### src/rtl/asc_pkg.sv
package asc_pkg;
    localparam int NUM_LVL = 4;
    localparam int LVL_W   = 2;
    localparam int DIV_MAX = 1 << (NUM_LVL - 1);

    typedef enum logic [1:0] {
        ST_IDLE    = 2'd0,
        ST_SHIFT   = 2'd1,
        ST_CAPTURE = 2'd2
    } seq_state_e;
endpackage

### src/rtl/asc_divider.sv
module asc_divider
    import asc_pkg::*;
(
    input  logic             clk,
    input  logic             rst_n,
    input  logic             run,
    input  logic             restart,
    input  logic [LVL_W-1:0] level,
    output logic             fire
);
    localparam int TICK_W = $clog2(DIV_MAX);

    logic [TICK_W-1:0] tick_q;
    logic [TICK_W:0]   period;

    always_comb begin
        period = (TICK_W+1)'(DIV_MAX) >> level;
        fire   = run && ({1'b0, tick_q} == period - 1'b1);
    end

    always_ff @(posedge clk or negedge rst_n) begin
        if (!rst_n)       tick_q <= '0;
        else if (restart) tick_q <= '0;
        else if (fire)    tick_q <= '0;
        else if (run)     tick_q <= tick_q + 1'b1;
    end

    // phase holds while not running
    p_phase_hold_r11: assert property (@(posedge clk) disable iff (!rst_n)
        (!run && !restart) |=> $stable(tick_q));
endmodule

### src/rtl/asc_monitor.sv
module asc_monitor #(
    parameter int CNT_W = 5
) (
    input  logic             clk,
    input  logic             rst_n,
    input  logic             clear,
    input  logic             fire,
    input  logic             bit_in,
    output logic [CNT_W-1:0] cnt_nxt
);
    logic             prev_q;
    logic             have_prev_q;
    logic [CNT_W-1:0] cnt_q;

    always_comb begin
        cnt_nxt = cnt_q;
        if (fire && have_prev_q && (bit_in == prev_q))
            cnt_nxt = cnt_q + 1'b1;
    end

    always_ff @(posedge clk or negedge rst_n) begin
        if (!rst_n) begin
            cnt_q       <= '0;
            prev_q      <= 1'b0;
            have_prev_q <= 1'b0;
        end else if (clear) begin
            cnt_q       <= '0;
            have_prev_q <= 1'b0;
        end else if (fire) begin
            cnt_q       <= cnt_nxt;
            prev_q      <= bit_in;
            have_prev_q <= 1'b1;
        end
    end

    // count only moves on a shift pulse
    p_count_on_pulse_r3: assert property (@(posedge clk) disable iff (!rst_n)
        (!fire && !clear) |=> $stable(cnt_q));
endmodule

### src/rtl/asc_level.sv
module asc_level
    import asc_pkg::*;
#(
    parameter int NCH    = 4,
    parameter int CNT_W  = 5,
    parameter int THRESH = 4
) (
    input  logic [NCH*CNT_W-1:0] counts,
    output logic [LVL_W-1:0]     target
);
    logic [CNT_W-1:0] mn;
    logic [CNT_W-1:0] quo;

    always_comb begin
        mn = counts[CNT_W-1:0];
        for (int c = 1; c < NCH; c++) begin
            if (counts[c*CNT_W +: CNT_W] < mn)
                mn = counts[c*CNT_W +: CNT_W];
        end
        quo = mn / CNT_W'(THRESH);
        if (quo > CNT_W'(NUM_LVL - 1)) target = LVL_W'(NUM_LVL - 1);
        else                           target = quo[LVL_W-1:0];
    end
endmodule

### src/rtl/adaptive_scan_clk.sv
module adaptive_scan_clk
    import asc_pkg::*;
#(
    parameter int NUM_CHAINS  = 4,
    parameter int CHAIN_LEN   = 16,
    parameter int STEP_THRESH = 4
) (
    input  logic                  clk,
    input  logic                  rst_n,
    input  logic                  scan_en,
    input  logic                  vec_start,
    input  logic [NUM_CHAINS-1:0] chain_bits,
    output logic                  shift_clk,
    output logic [1:0]            freq_level,
    output logic                  shift_done
);
    localparam int CNT_W = $clog2(CHAIN_LEN + 1);

    seq_state_e state_q, state_d;
    logic [CNT_W-1:0]            pcnt_q;
    logic [LVL_W-1:0]            level_q;
    logic [LVL_W-1:0]            target;
    logic [NUM_CHAINS*CNT_W-1:0] counts;
    logic                        run;
    logic                        fire;
    logic                        last_pulse;

    // next-state logic
    always_comb begin
        state_d    = state_q;
        last_pulse = fire && (pcnt_q == CNT_W'(CHAIN_LEN - 1));
        if (vec_start) state_d = ST_SHIFT;
        else begin
            unique case (state_q)
                ST_IDLE:    state_d = ST_IDLE;
                ST_SHIFT:   if (last_pulse) state_d = ST_CAPTURE;
                ST_CAPTURE: state_d = ST_CAPTURE;
                default:    state_d = ST_IDLE;
            endcase
        end
    end

    // state register and datapath registers
    always_ff @(posedge clk or negedge rst_n) begin
        if (!rst_n) begin
            state_q <= ST_IDLE;
            pcnt_q  <= '0;
            level_q <= '0;
        end else begin
            state_q <= state_d;
            if (vec_start) begin
                pcnt_q  <= '0;
                level_q <= '0;
            end else if (fire) begin
                pcnt_q  <= pcnt_q + 1'b1;
                level_q <= target;
            end
        end
    end

    // outputs
    always_comb begin
        run        = (state_q == ST_SHIFT) && scan_en && !vec_start;
        shift_clk  = fire;
        shift_done = (state_q == ST_CAPTURE);
        freq_level = (state_q == ST_SHIFT) ? level_q : 2'd0;
    end

    asc_divider u_div (
        .clk     (clk),
        .rst_n   (rst_n),
        .run     (run),
        .restart (vec_start),
        .level   (level_q),
        .fire    (fire)
    );

    for (genvar c = 0; c < NUM_CHAINS; c++) begin : g_mon
        asc_monitor #(.CNT_W(CNT_W)) u_mon (
            .clk     (clk),
            .rst_n   (rst_n),
            .clear   (vec_start),
            .fire    (fire),
            .bit_in  (chain_bits[c]),
            .cnt_nxt (counts[c*CNT_W +: CNT_W])
        );
    end

    asc_level #(.NCH(NUM_CHAINS), .CNT_W(CNT_W), .THRESH(STEP_THRESH)) u_lvl (
        .counts (counts),
        .target (target)
    );

    p_start_lowest_r2: assert property (@(posedge clk) disable iff (!rst_n)
        vec_start |=> (freq_level == 2'd0));
    p_level_change_r4: assert property (@(posedge clk) disable iff (!rst_n)
        (!fire && !vec_start) |=> $stable(level_q));
    p_single_step_r5: assert property (@(posedge clk) disable iff (!rst_n)
        (level_q > $past(level_q)) |-> (level_q == $past(level_q) + 1'b1));
    p_no_short_period_r8: assert property (@(posedge clk) disable iff (!rst_n)
        fire |=> (!fire || level_q == 2'd3));
    p_capture_slow_r10: assert property (@(posedge clk) disable iff (!rst_n)
        shift_done |-> (freq_level == 2'd0 && !shift_clk));
    p_pause_r11: assert property (@(posedge clk) disable iff (!rst_n)
        !scan_en |-> !shift_clk);
    p_start_priority_r12: assert property (@(posedge clk) disable iff (!rst_n)
        vec_start |-> !shift_clk);
endmodule

### config.mk
export PLATFORM = sky130hd
export DESIGN_NAME = adaptive_scan_clk
export DESIGN_NICKNAME = d
export VERILOG_FILES = /design/src/rtl/asc_pkg.sv /design/src/rtl/asc_divider.sv /design/src/rtl/asc_monitor.sv /design/src/rtl/asc_level.sv /design/src/rtl/adaptive_scan_clk.sv
export SDC_FILE = /design/constraint.sdc
export NUM_CORES = 1
export LEC_CHECK = 0
export BUFFER_PORTS_ARGS = -buffer_cell sky130_fd_sc_hd__buf_4
export CORE_MARGIN = 4
export CORE_UTILIZATION = 30
export CTS_CLUSTER_DIAMETER = 40
export DETAILED_ROUTE_END_ITERATION = 6
export GPL_TIMING_DRIVEN = 0
export SKIP_LAST_GASP = 1
export SYNTH_ARGS = -nofsm -noshare
export SYNTH_HDL_FRONTEND = slang
export SYNTH_HIERARCHICAL = 1
export SYNTH_SLANG_ARGS = --single-unit
### constraint.sdc
create_clock -name clk -period 7.63 [get_ports clk]
set_input_delay 0.3815 -clock clk [delete_from_list [all_inputs] [get_ports clk]]
set_output_delay 0.3815 -clock clk [all_outputs]
set_load 0.05 [all_outputs]
==> reports/qor.txt <==
Final ANT Viol Nets -> 0
Syn avg cell area -> 9.91 um2
Slowest stage delay, CP -> 0.50 ns
Routed via count -> 2,164
Synth area leader -> dfrtp_1
Peak supply drop -> 0.0604 mV
Reg2reg setup slack -> 0.85 ns
GR peak layer -> met2
Post-Route WL -> 5550 um
Outcome -> completed
Initial antenna violation count -> 0
First-pass GRT wire length -> 9740 um
CP max stage cell -> or4_4
CTS Buf Count -> 5
N_diodes -> 0
Final worst-path cycle share -> 0.889
Library cells used by synthesis -> 63
WL/cell -> 12.2 um
Worst Setup Start Kind -> flip-flop
Pins Over Slew Limit -> 0
Layout cells sized above 1 -> 0.230
GP Congestion -> 0.818
Crit path DAT -> 6.97 ns
M1 GR Usage -> 0.141
DRC -> 0
Vias per std cell -> 4.76
Slew @ Worst Pin -> 0.539 ns
Most frequent cell after synthesis -> dfrtp_1
Clock root buffer -> clkbuf_8
H-tree Lvls -> 2
I/O Buffers -> 11
CTS Sinks -> 40
Fin. Hold Viols -> 0
Core area -> 0.00973 mm2
Max Fclk -> 147 MHz
Total Power -> 0.420 mW
Synth top cells by count -> dfrtp_1 (40), nor2_1 (31), nor2b_1 (21)
I/O pin cnt -> 12
Final Setup Violations -> 0
FILL cells -> 1,012
Max-cap violations -> 0
GRT Overall Usage -> 0.103
LEAKAGE -> 1.58 nW
Sw Pwr -> 0.105 mW
Combinational share of power -> 0.106
Worst hold margin -> 0.0705 ns
Hpwl dp -> 4020 um
Grt ovf -> 0
Seq/Total Area, Yosys -> 0.336
Required time of the critical path -> 7.82 ns
Critical path buffers and inverters -> 3
Setup repair after global routing missed its margin -> false
Grt met3 use -> 0.0222
Yosys reg bits -> 40
Full die area -> 0.0116 mm2
Cells after Synth -> 301
Power Density -> 124 mW/mm2
Slew margin rel. -> 0.641
Clock network fraction of total power -> 0.367
Ys flop type -> dfrtp_1
Post-synth EDFFs -> 0
Final instance area -> 0.00337 mm2
Post-layout min period -> 6.78 ns
Die H -> 108 um
CTS Buffer Depth -> 2
Kind of cell adding the most delay to the critical path -> simple AND/OR/NAND/NOR gates
M2 GR Usage -> 0.163
Largest fanout on the critical path -> 7
Largest net degree at the start of global routing -> 41
Vias in the first global route -> 2,123
Hold WC Path Type -> input pin to async pin
Kind of critical path -> flip-flop to flip-flop
Nets -> 349
Largest cells by area after synthesis -> dfrtp_1 (34%), ha_1 (8.0%), mux2_4 (6.5%)
Kind of end point of the critical path -> flip-flop
Die width -> 108 um
Area growth from synthesis to layout -> 13.1%
Clk Latency, worst-skew pair -> 0.29 ns
Async S/R FF share, synth -> 1.00
Syn Std Cell Area -> 0.00298 mm2
DRT Pass-1 Iters -> 4
TritonCTS clock tree -> yes
Row count -> 36
Clock transition at path regs -> 0.08 ns
P_int -> 0.315 mW
Flop pwr share -> 0.526
Clock skew -> 0.00604 ns
Initial Utilization -> 0.307
Post-Place Cell Area -> 0.00323 mm2
Sw frac -> 0.250
Synth warn -> 6
DRT iter0 DRCs -> 84
Share of the synthesized area in the top cell type -> 0.336
Syn Nets -> 328
[flip-flops by register name (all words and copies together) (netlist names)]
name / count
g_mon.u_mon/have_prev_q: 4
g_mon.u_mon/cnt_q: 20
u_div/tick_q: 3
level_q: 2
g_mon.u_mon/prev_q: 4
pcnt_q: 5
state_q: 2
[layout by cell type, fill, tap and decap left out, types with 8 or more instances in the layout]
| cell | instances |
|---|---|
| nor2_1 | 31 |
| o21ai_0 | 15 |
| nand2_1 | 16 |
| inv_1 | 11 |
| nor2b_1 | 21 |
| ha_1 | 19 |
| nor3_2 | 8 |
| a21oi_1 | 11 |
| dfrtp_1 | 40 |
| xor2_1 | 12 |
| nand3_1 | 12 |
| mux2_4 | 13 |
| buf_4 | 14 |
[cells by family (layout without fill, tap and decap cells)]
group	count (synthesis)	after routing	share of synthesized area
simple gates	127	127	0.260
compound gates	57	57	0.135
flops	40	40	0.336
mux	23	23	0.102
fa+ha+maj	19	19	0.0797
buf+inv	18	39	0.0285
xor+xnor	17	17	0.0600
[path summary, 6_finish.rpt]
| path | start | end | cells past startpoint |
|---|---|---|---|
| hold reg to reg | g_mon[2].u_mon/have_prev_q | g_mon[2].u_mon/have_prev_q | 2 |
| setup reg to reg | state_q[1] | level_q[1] | 32 |
| hold / removal | rst_n | g_mon[0].u_mon/cnt_q[0] | 1 |
| min in group clk | chain_bits[2] | g_mon[2].u_mon/prev_q | 2 |
| max in group asynchronous | rst_n | pcnt_q[0] | 1 |
| setup / recovery | state_q[1] | level_q[1] | 32 |
[through the flow]
stage / TNS (ns) / util / cells / setup WS, ns
final: 0 / 0.347 / 455 / 0.850
after global routing: 0 / 0.347 / 455 / 0.175
after CTS: 0 / 0.342 / 452 / 0.356
after detailed placement: -0.224 / 0.332 / 445 / -0.114
after global placement: 0 / 0.332 / 445 / 0.0144
after floorplan: 0 / - / 301 / 0.484
[metal layers]
metal | share of wire | vias up
met5 | 0 | -
met4 | 0.0092 | 0
met3 | 0.022 | 5
met2 | 0.45 | 13
met1 | 0.52 | 1033
li1 | - | 1113
[what timing repair did]
| item | 4_1_cts | 5_1_grt |
|---|---|---|
| resized for setup | 1 | 1 |
| cloned | 0 | 0 |
| endpoints found under the setup margin | 2 | 2 |
| setup buffers | 0 | 3 |
| hold buffers | 0 | 0 |
[layout make-up]
| cell class | instances | area, um2 | share of cell area |
|---|---|---|---|
| Clock buffer | 7 | 96.3 | 0.0286 |
| Sequential cell | 40 | 1000 | 0.297 |
| Multi-Input combinational cell | 243 | 1910 | 0.565 |
| Buffer | 7 | 43.8 | 0.0130 |
| Inverter | 11 | 41.3 | 0.0122 |
| Tap cell | 133 | 166 | 0.0493 |
| Timing Repair Buffer | 14 | 118 | 0.0349 |
[power by group through the flow]
stage	Sequential, mW	Clock [mW]	Combinational [mW]
2_1_floorplan	0.224	0	0.0298
3_3_place_gp	0.225	0	0.0444
3_5_place_dp	0.225	0	0.0452
4_1_cts	0.221	0.162	0.0456
5_1_grt	0.222	0.170	0.0511
6_report	0.221	0.154	0.0447
Note: power is estimated with default switching activity, not from simulation.
